**src/rtl/psd_pkg.sv**
```systemverilog
package psd_pkg;

    // prescaler modulus selection
    typedef enum logic {
        MOD_LOW  = 1'b0,
        MOD_HIGH = 1'b1
    } modsel_e;

    typedef struct packed {
        logic tgl;
    } half_st_t;

endpackage

```
**src/rtl/psd_half.sv**
```systemverilog
module psd_half
    import psd_pkg::*;
(
    input  logic clk,
    input  logic rst,
    input  logic osc_en,
    output logic half_tick
);

    half_st_t st_d, st_q;

    always_comb begin
        st_d = st_q;
        if (rst)
            st_d.tgl = 1'b0;
        else if (osc_en)
            st_d.tgl = ~st_q.tgl;
    end

    always_ff @(posedge clk) begin
        st_q <= st_d;
    end

    assign half_tick = osc_en & st_q.tgl;

    // with no event the phase of the halving stage must not move
    a_r2_idle_hold: assert property (@(posedge clk) disable iff (rst)
        !osc_en |=> $stable(st_q.tgl));

endmodule

```
**src/rtl/psd_prescaler.sv**
```systemverilog
module psd_prescaler
    import psd_pkg::*;
#(
    parameter int S_W = 5
) (
    input  logic    clk,
    input  logic    rst,
    input  logic    half_tick,
    input  modsel_e mod_sel,
    output logic    pre_tick
);

    localparam int PRE_LOW = 1 << S_W;
    localparam int CNT_W   = S_W + 1;
    localparam logic [CNT_W-1:0] LAST_LOW  = CNT_W'(PRE_LOW - 1);
    localparam logic [CNT_W-1:0] LAST_HIGH = CNT_W'(PRE_LOW);

    logic [CNT_W-1:0] cnt_d, cnt_q;
    logic [CNT_W-1:0] last_val;

    always_comb begin
        last_val = (mod_sel == MOD_HIGH) ? LAST_HIGH : LAST_LOW;
        pre_tick = half_tick && (cnt_q == last_val);
        cnt_d    = cnt_q;
        if (rst)
            cnt_d = '0;
        else if (pre_tick)
            cnt_d = '0;
        else if (half_tick)
            cnt_d = cnt_q + 1'b1;
    end

    always_ff @(posedge clk) begin
        cnt_q <= cnt_d;
    end

    // the count never exceeds the longer modulus
    a_r3_cnt_bound: assert property (@(posedge clk) disable iff (rst)
        cnt_q <= LAST_HIGH);

    // in the short-modulus phase the count stays within 32 states
    a_r3_low_phase: assert property (@(posedge clk) disable iff (rst)
        (mod_sel == MOD_LOW) |-> (cnt_q <= LAST_LOW));

endmodule

```
**src/rtl/psd_counters.sv**
```systemverilog
module psd_counters
    import psd_pkg::*;
#(
    parameter int M_W   = 10,
    parameter int S_W   = 5,
    parameter int RST_M = 1
) (
    input  logic           clk,
    input  logic           rst,
    input  logic           pre_tick,
    input  logic [M_W-1:0] m_word,
    input  logic [S_W-1:0] s_word,
    output modsel_e        mod_sel,
    output logic           fb_pulse,
    output logic           ratio_err
);

    localparam logic [M_W-1:0] FALLBACK_M = M_W'(RST_M);

    typedef struct packed {
        logic [M_W-1:0] m_act;
        logic [S_W-1:0] s_act;
        logic [M_W-1:0] main_cnt;
        logic [S_W-1:0] swal_cnt;
        logic           fb;
        logic           err;
    } cnt_st_t;

    cnt_st_t st_d, st_q;
    logic    in_ok;
    logic    cycle_end;
    logic [M_W-1:0] s_ext;

    always_comb begin
        s_ext     = {{(M_W - S_W){1'b0}}, s_word};
        in_ok     = s_ext < m_word;
        cycle_end = pre_tick && (st_q.main_cnt == M_W'(1));
        st_d      = st_q;
        st_d.err  = ~in_ok;
        st_d.fb   = 1'b0;
        if (rst) begin
            if (in_ok) begin
                st_d.m_act = m_word;
                st_d.s_act = s_word;
            end else begin
                st_d.m_act = FALLBACK_M;
                st_d.s_act = '0;
            end
            st_d.main_cnt = st_d.m_act;
            st_d.swal_cnt = st_d.s_act;
        end else if (cycle_end) begin
            st_d.fb = 1'b1;
            if (in_ok) begin
                st_d.m_act = m_word;
                st_d.s_act = s_word;
            end
            st_d.main_cnt = st_d.m_act;
            st_d.swal_cnt = st_d.s_act;
        end else if (pre_tick) begin
            st_d.main_cnt = st_q.main_cnt - 1'b1;
            if (st_q.swal_cnt != '0)
                st_d.swal_cnt = st_q.swal_cnt - 1'b1;
        end
    end

    always_ff @(posedge clk) begin
        st_q <= st_d;
    end

    assign mod_sel   = (st_q.swal_cnt != '0) ? MOD_HIGH : MOD_LOW;
    assign fb_pulse  = st_q.fb;
    assign ratio_err = st_q.err;

    // only pairs with S below M are ever running
    a_r5_swallow_below_main: assert property (@(posedge clk) disable iff (rst)
        {{(M_W - S_W){1'b0}}, st_q.swal_cnt} < st_q.main_cnt);

    // the accepted ratio is frozen inside a cycle
    a_r4_hold_midcycle: assert property (@(posedge clk) disable iff (rst)
        !(pre_tick && (st_q.main_cnt == M_W'(1)))
        |=> ($stable(st_q.m_act) && $stable(st_q.s_act)));

    // a feedback pulse lasts a single cycle
    a_r1_single_pulse: assert property (@(posedge clk) disable iff (rst)
        st_q.fb |=> !st_q.fb);

endmodule

```
**src/rtl/pulse_swallow_div.sv**
```systemverilog
module pulse_swallow_div
    import psd_pkg::*;
#(
    parameter int M_W   = 10,
    parameter int S_W   = 5,
    parameter int RST_M = 1
) (
    input  logic           clk,
    input  logic           rst,
    input  logic           osc_en,
    input  logic [M_W-1:0] m_word,
    input  logic [S_W-1:0] s_word,
    output logic           fb_pulse,
    output logic           mod_ctl,
    output logic           ratio_err
);

    logic    half_tick;
    logic    pre_tick;
    modsel_e mod_sel;

    psd_half u_half (
        .clk       (clk),
        .rst       (rst),
        .osc_en    (osc_en),
        .half_tick (half_tick)
    );

    psd_prescaler #(.S_W(S_W)) u_pre (
        .clk       (clk),
        .rst       (rst),
        .half_tick (half_tick),
        .mod_sel   (mod_sel),
        .pre_tick  (pre_tick)
    );

    psd_counters #(.M_W(M_W), .S_W(S_W), .RST_M(RST_M)) u_cnt (
        .clk       (clk),
        .rst       (rst),
        .pre_tick  (pre_tick),
        .m_word    (m_word),
        .s_word    (s_word),
        .mod_sel   (mod_sel),
        .fb_pulse  (fb_pulse),
        .ratio_err (ratio_err)
    );

    assign mod_ctl = (mod_sel == MOD_HIGH);

    // a pulse (cycle start) with S = 0 accepted never enters the long modulus
    a_r3_pulse_no_mod_when_s0: assert property (@(posedge clk) disable iff (rst)
        (fb_pulse && $past(s_word) == '0 && !ratio_err) |-> !mod_ctl);

endmodule

```
**config.mk**
```make
export PLATFORM = sky130hd
export DESIGN_NAME = pulse_swallow_div
export DESIGN_NICKNAME = d
export VERILOG_FILES = /design/src/rtl/psd_pkg.sv /design/src/rtl/psd_half.sv /design/src/rtl/psd_prescaler.sv /design/src/rtl/psd_counters.sv /design/src/rtl/pulse_swallow_div.sv
export SDC_FILE = /design/constraint.sdc
export NUM_CORES = 1
export LEC_CHECK = 0
export CELL_PAD_IN_SITES_DETAIL_PLACEMENT = 2
export CELL_PAD_IN_SITES_GLOBAL_PLACEMENT = 2
export CORE_UTILIZATION = 32
export CTS_CLUSTER_SIZE = 20
export DETAILED_ROUTE_END_ITERATION = 10
export DONT_BUFFER_PORTS = 1
export PLACE_DENSITY = 0.6
export SLEW_MARGIN = 15
export SYNTH_ARGS = -nofsm -noshare
export SYNTH_HDL_FRONTEND = slang
export SYNTH_SLANG_ARGS = --single-unit
```
**constraint.sdc**
```tcl
create_clock -name clk -period 4.6 [get_ports clk]
set_input_delay 0.23 -clock clk [delete_from_list [all_inputs] [get_ports clk]]
set_output_delay 0.23 -clock clk [all_outputs]
set_load 0.05 [all_outputs]
```
==> flow_summary.yaml <==
power_and_ir_drop:
  pwr-share-clk_pct: 37.4
  netSwitchingPower_mw: 0.199
  powerDensity_mw_per_mm2: 346
  seq_power_share_pct: 51.8
  leakage_nw: 0.857
  peakVddDrop_uv: 125
  p_sw_share_pct: 24.6
  pwr-share-comb_pct: 10.8
  intPower_mw: 0.611
clock_network:
  cts_tree: "built"
  htree_levels: 2
  clockRootBuffer: "clkbuf_8"
  post_cts_buffers: 0
  cts.sinks: 39
  ctsHoldBuffers: 1
  post_cts_resized: 0
  clk_pin_slew_ps: 80
  cts_buffers: 5
  cts_buffer_depth: 2
  clk_latency_ps: 300
layout:
  syn2layout_area_growth_pct: 7.83
  nNetsFinal: 235
  post_route_cells_drive_above_1_share_pct: 7.66
  antenna_cells: 0
synth:
  synth_top_family_by_area: "simple AND/OR/NAND/NOR gates"
  seq_area_frac_synth_pct: 49.7
  synth_nets: 238
  yosys_warnings: 0
  synthMuxAreaShare_pct: 1.84
  syn_area_mm2: 0.00217
  synth_top_area_cell: "edfxtp_1"
  synth_compound_area_share_pct: 10.8
  synth_xor_area_share_pct: 6.45
  synthAdderAreaFrac_pct: 5.18
  synthTopCellsByArea: "edfxtp_1 (41%), dfxtp_1 (8.3%), ha_1 (5.2%)"
  ys.flop_type: "edfxtp_1"
  synth-edff-count: 30
  synth_top_area_share_pct: 41.5
  yosysUniqueCellTypes: 39
  ys_ff_latch: 39
  postSynthAreaPerCell_um2: 10.3
  post_synth_and_or_nand_nor_area_fraction_pct: 21.1
  synth_cells: 211
  synth-async-reset-ratio_pct: 0
die:
  die_area_mm2: 0.00713
  design.portCount: 21
  core_mm2: 0.00646
  rows: 29
  dieWidth_um: 84.4
  die_h_um: 84.4
  start_util_pct: 33.6
global_route:
  overflow: 0
  grt_pass1_wl_um: 9580
  grt_usage_pct: 17.5
  use_met3_pct: 3.54
  grtUsageMet2_pct: 31.7
  grt_pass1_vias: 1848
  grt_antenna_before_repair: 0
  grt_use_met1_pct: 20.7
  grt_max_degree: 30
  top_usage_layer: "met2"
placement:
  hpwl_um: 4260
  portBuffers: 0
  gp_congestion: 0.730
hold_path:
  hp-class: "in2reg"
  hold-path-cell-count: 1
worst_setup_path:
  critPathSlowestCell: "o21ai_0"
  criticalPathCategory: "reg2reg"
  cp.required_ps: 4530
  cp_cell_sequence: "inv_1 > ha_1 > or4b_4 > nor4_4 > nor2_1 > o21ai_0"
  critPathCaptureType: "flip-flop"
  cp.arrival_ps: 2690
  reg2reg_depth: 6
  path_max_fanout: 5
  cp_slowest_stage_delay_ps: 610
  cp-start-kind: "flip-flop"
route:
  wl_um: 5750
  drt-vias-per-instance: 5.60
  ant_nets: 0
  drc: 0
  dr_total_vias: 1601
  wl_per_cell_um: 20.1
  dr.first_iter.drc_count: 44
  dr.pass1.iters: 4
job:
  drv_cap: 0
timing:
  tns_ps: 0
  hold_ws_ps: 11.0
  fin_crit_sh_pct: 60.1
  clock_skew_ps: 5.96
  setup_viol: 0
  worst_pin_slew_ps: 773
  rsz0062_at_grt: "no"
  slew_violations: 0
  hold_violations: 0
  max_freq_mhz: 362
  fin_crit_ps: 2760
  slew-limit-headroom_pct: 48.4
run_status:
  status: "finished, final reports clean"
==> per-stage QoR <==
| stage | power [mW] | setup WS, ps | cells | cell area [µm²] | util, % |
|---|---|---|---|---|---|
| CTS | 0.821 | 1810 | 286 | 2340 | 36.2 |
| global placement | 0.507 | 2000 | 277 | 2210 | 34.3 |
| detailed placement | 0.514 | 1830 | 277 | 2210 | 34.3 |
| floorplan | 0.489 | 2150 | 211 | 2170 | - |
| finish | 0.810 | 1840 | 286 | 2340 | 36.3 |
| global route | 0.850 | 1700 | 286 | 2340 | 36.3 |
==> layer usage <==
layer  vias up  wire length, µm
met4         0               73
met2        30             2950
met5         -                0
met1       800             2530
met3         4              203
li1        767                -
==> layout make-up <==
cell class | instances | area (µm²)
Clock buffer | 6 | 82.6
Clock inverter | 2 | 35.0
Fill cell | 696 | 4120
Inverter | 13 | 48.8
Multi-Input combinational cell | 148 | 990
Sequential cell | 39 | 1080
Tap cell | 77 | 96.3
Timing Repair Buffer | 1 | 10.0
==> critical path: cells and delay by family (launching register included) <==
kind                     cells  cell delay (ps)
adder cells (fa/ha/maj)      1              160
AND/OR/NAND/NOR              3             1070
flip-flops                   1              410
AO/OA/AOI/OAI                1              610
buffers and inverters        1              130
==> worst paths after layout <==
| kind | startpoint | endpoint | slack, ps |
|---|---|---|---|
| worst max register to register | u_cnt.st_q[2] | u_cnt.st_q[2] | 1840 |
| worst max-delay path | u_cnt.st_q[2] | u_cnt.st_q[2] | 1840 |
| worst min register to register | u_half.st_q | u_half.st_q | 550 |
| worst min-delay path | rst | u_cnt.fb_pulse | 10 |
==> cells in the final DEF (no fill, tap or decap), types with 2 or more instances in the layout <==
| master | synthesis | layout |
|---|---|---|
| edfxtp_1 | 30 | 30 |
| nor2_1 | 19 | 19 |
| nand2_1 | 16 | 16 |
| inv_1 | 13 | 13 |
| nor3_1 | 13 | 13 |
| nand4_1 | 13 | 13 |
| o21ai_0 | 10 | 10 |
| a31oi_1 | 10 | 10 |
| xnor2_1 | 9 | 9 |
| ha_1 | 9 | 9 |
| dfxtp_1 | 9 | 9 |
| xor2_1 | 7 | 7 |
| clkbuf_8 | 0 | 6 |
| nand3_1 | 4 | 4 |
| and3_1 | 4 | 4 |
| mux2i_1 | 4 | 4 |
| and2_1 | 3 | 3 |
| a41oi_1 | 3 | 3 |
| a21oi_1 | 2 | 2 |
| a21o_1 | 2 | 2 |
| o21a_1 | 2 | 2 |
| nor4b_1 | 2 | 2 |
| nor4_1 | 2 | 2 |
==> registers in the layout (all words and copies together), names as in the netlist <==
register         flops
u_half.st_q          1
u_cnt.st_q          30
u_cnt.fb_pulse       1
u_cnt.ratio_err      1
u_pre.cnt_q          6
==> cell families after synthesis <==
| kind of cell | Yosys count |
|---|---|
| xor gates and xnor gates | 16 |
| DFF | 39 |
| and+or+nand+nor | 84 |
| buffers and inverters | 24 |
| adders and majority gates | 9 |
| muxes | 4 |
| AOI/OAI and AO/OA | 35 |
==> cell usage after synthesis (2+ instances only) <==
library cell / n
xor2_1: 7
nor2_1: 19
buf_6: 2
nand4_1: 13
a41oi_1: 3
clkbuf_1: 8
edfxtp_1: 30
dfxtp_1: 9
nor4b_1: 2
inv_1: 13
a31oi_1: 10
nand2_1: 16
o21a_1: 2
nor4_1: 2
ha_1: 9
xnor2_1: 9
and2_1: 3
and3_1: 4
a21o_1: 2
o21ai_0: 10
mux2i_1: 4
nor3_1: 13
a21oi_1: 2
nand3_1: 4
==> power by group through the flow <==
stage	sequential, mW	clock, mW	combinational (mW)
after floorplan	0.422	0	0.0662
after global placement	0.426	0	0.0808
after detailed placement	0.428	0	0.0861
after CTS	0.420	0.314	0.0879
after global routing	0.422	0.330	0.0982
final	0.420	0.303	0.0873
(Power assumes the default switching activity.)
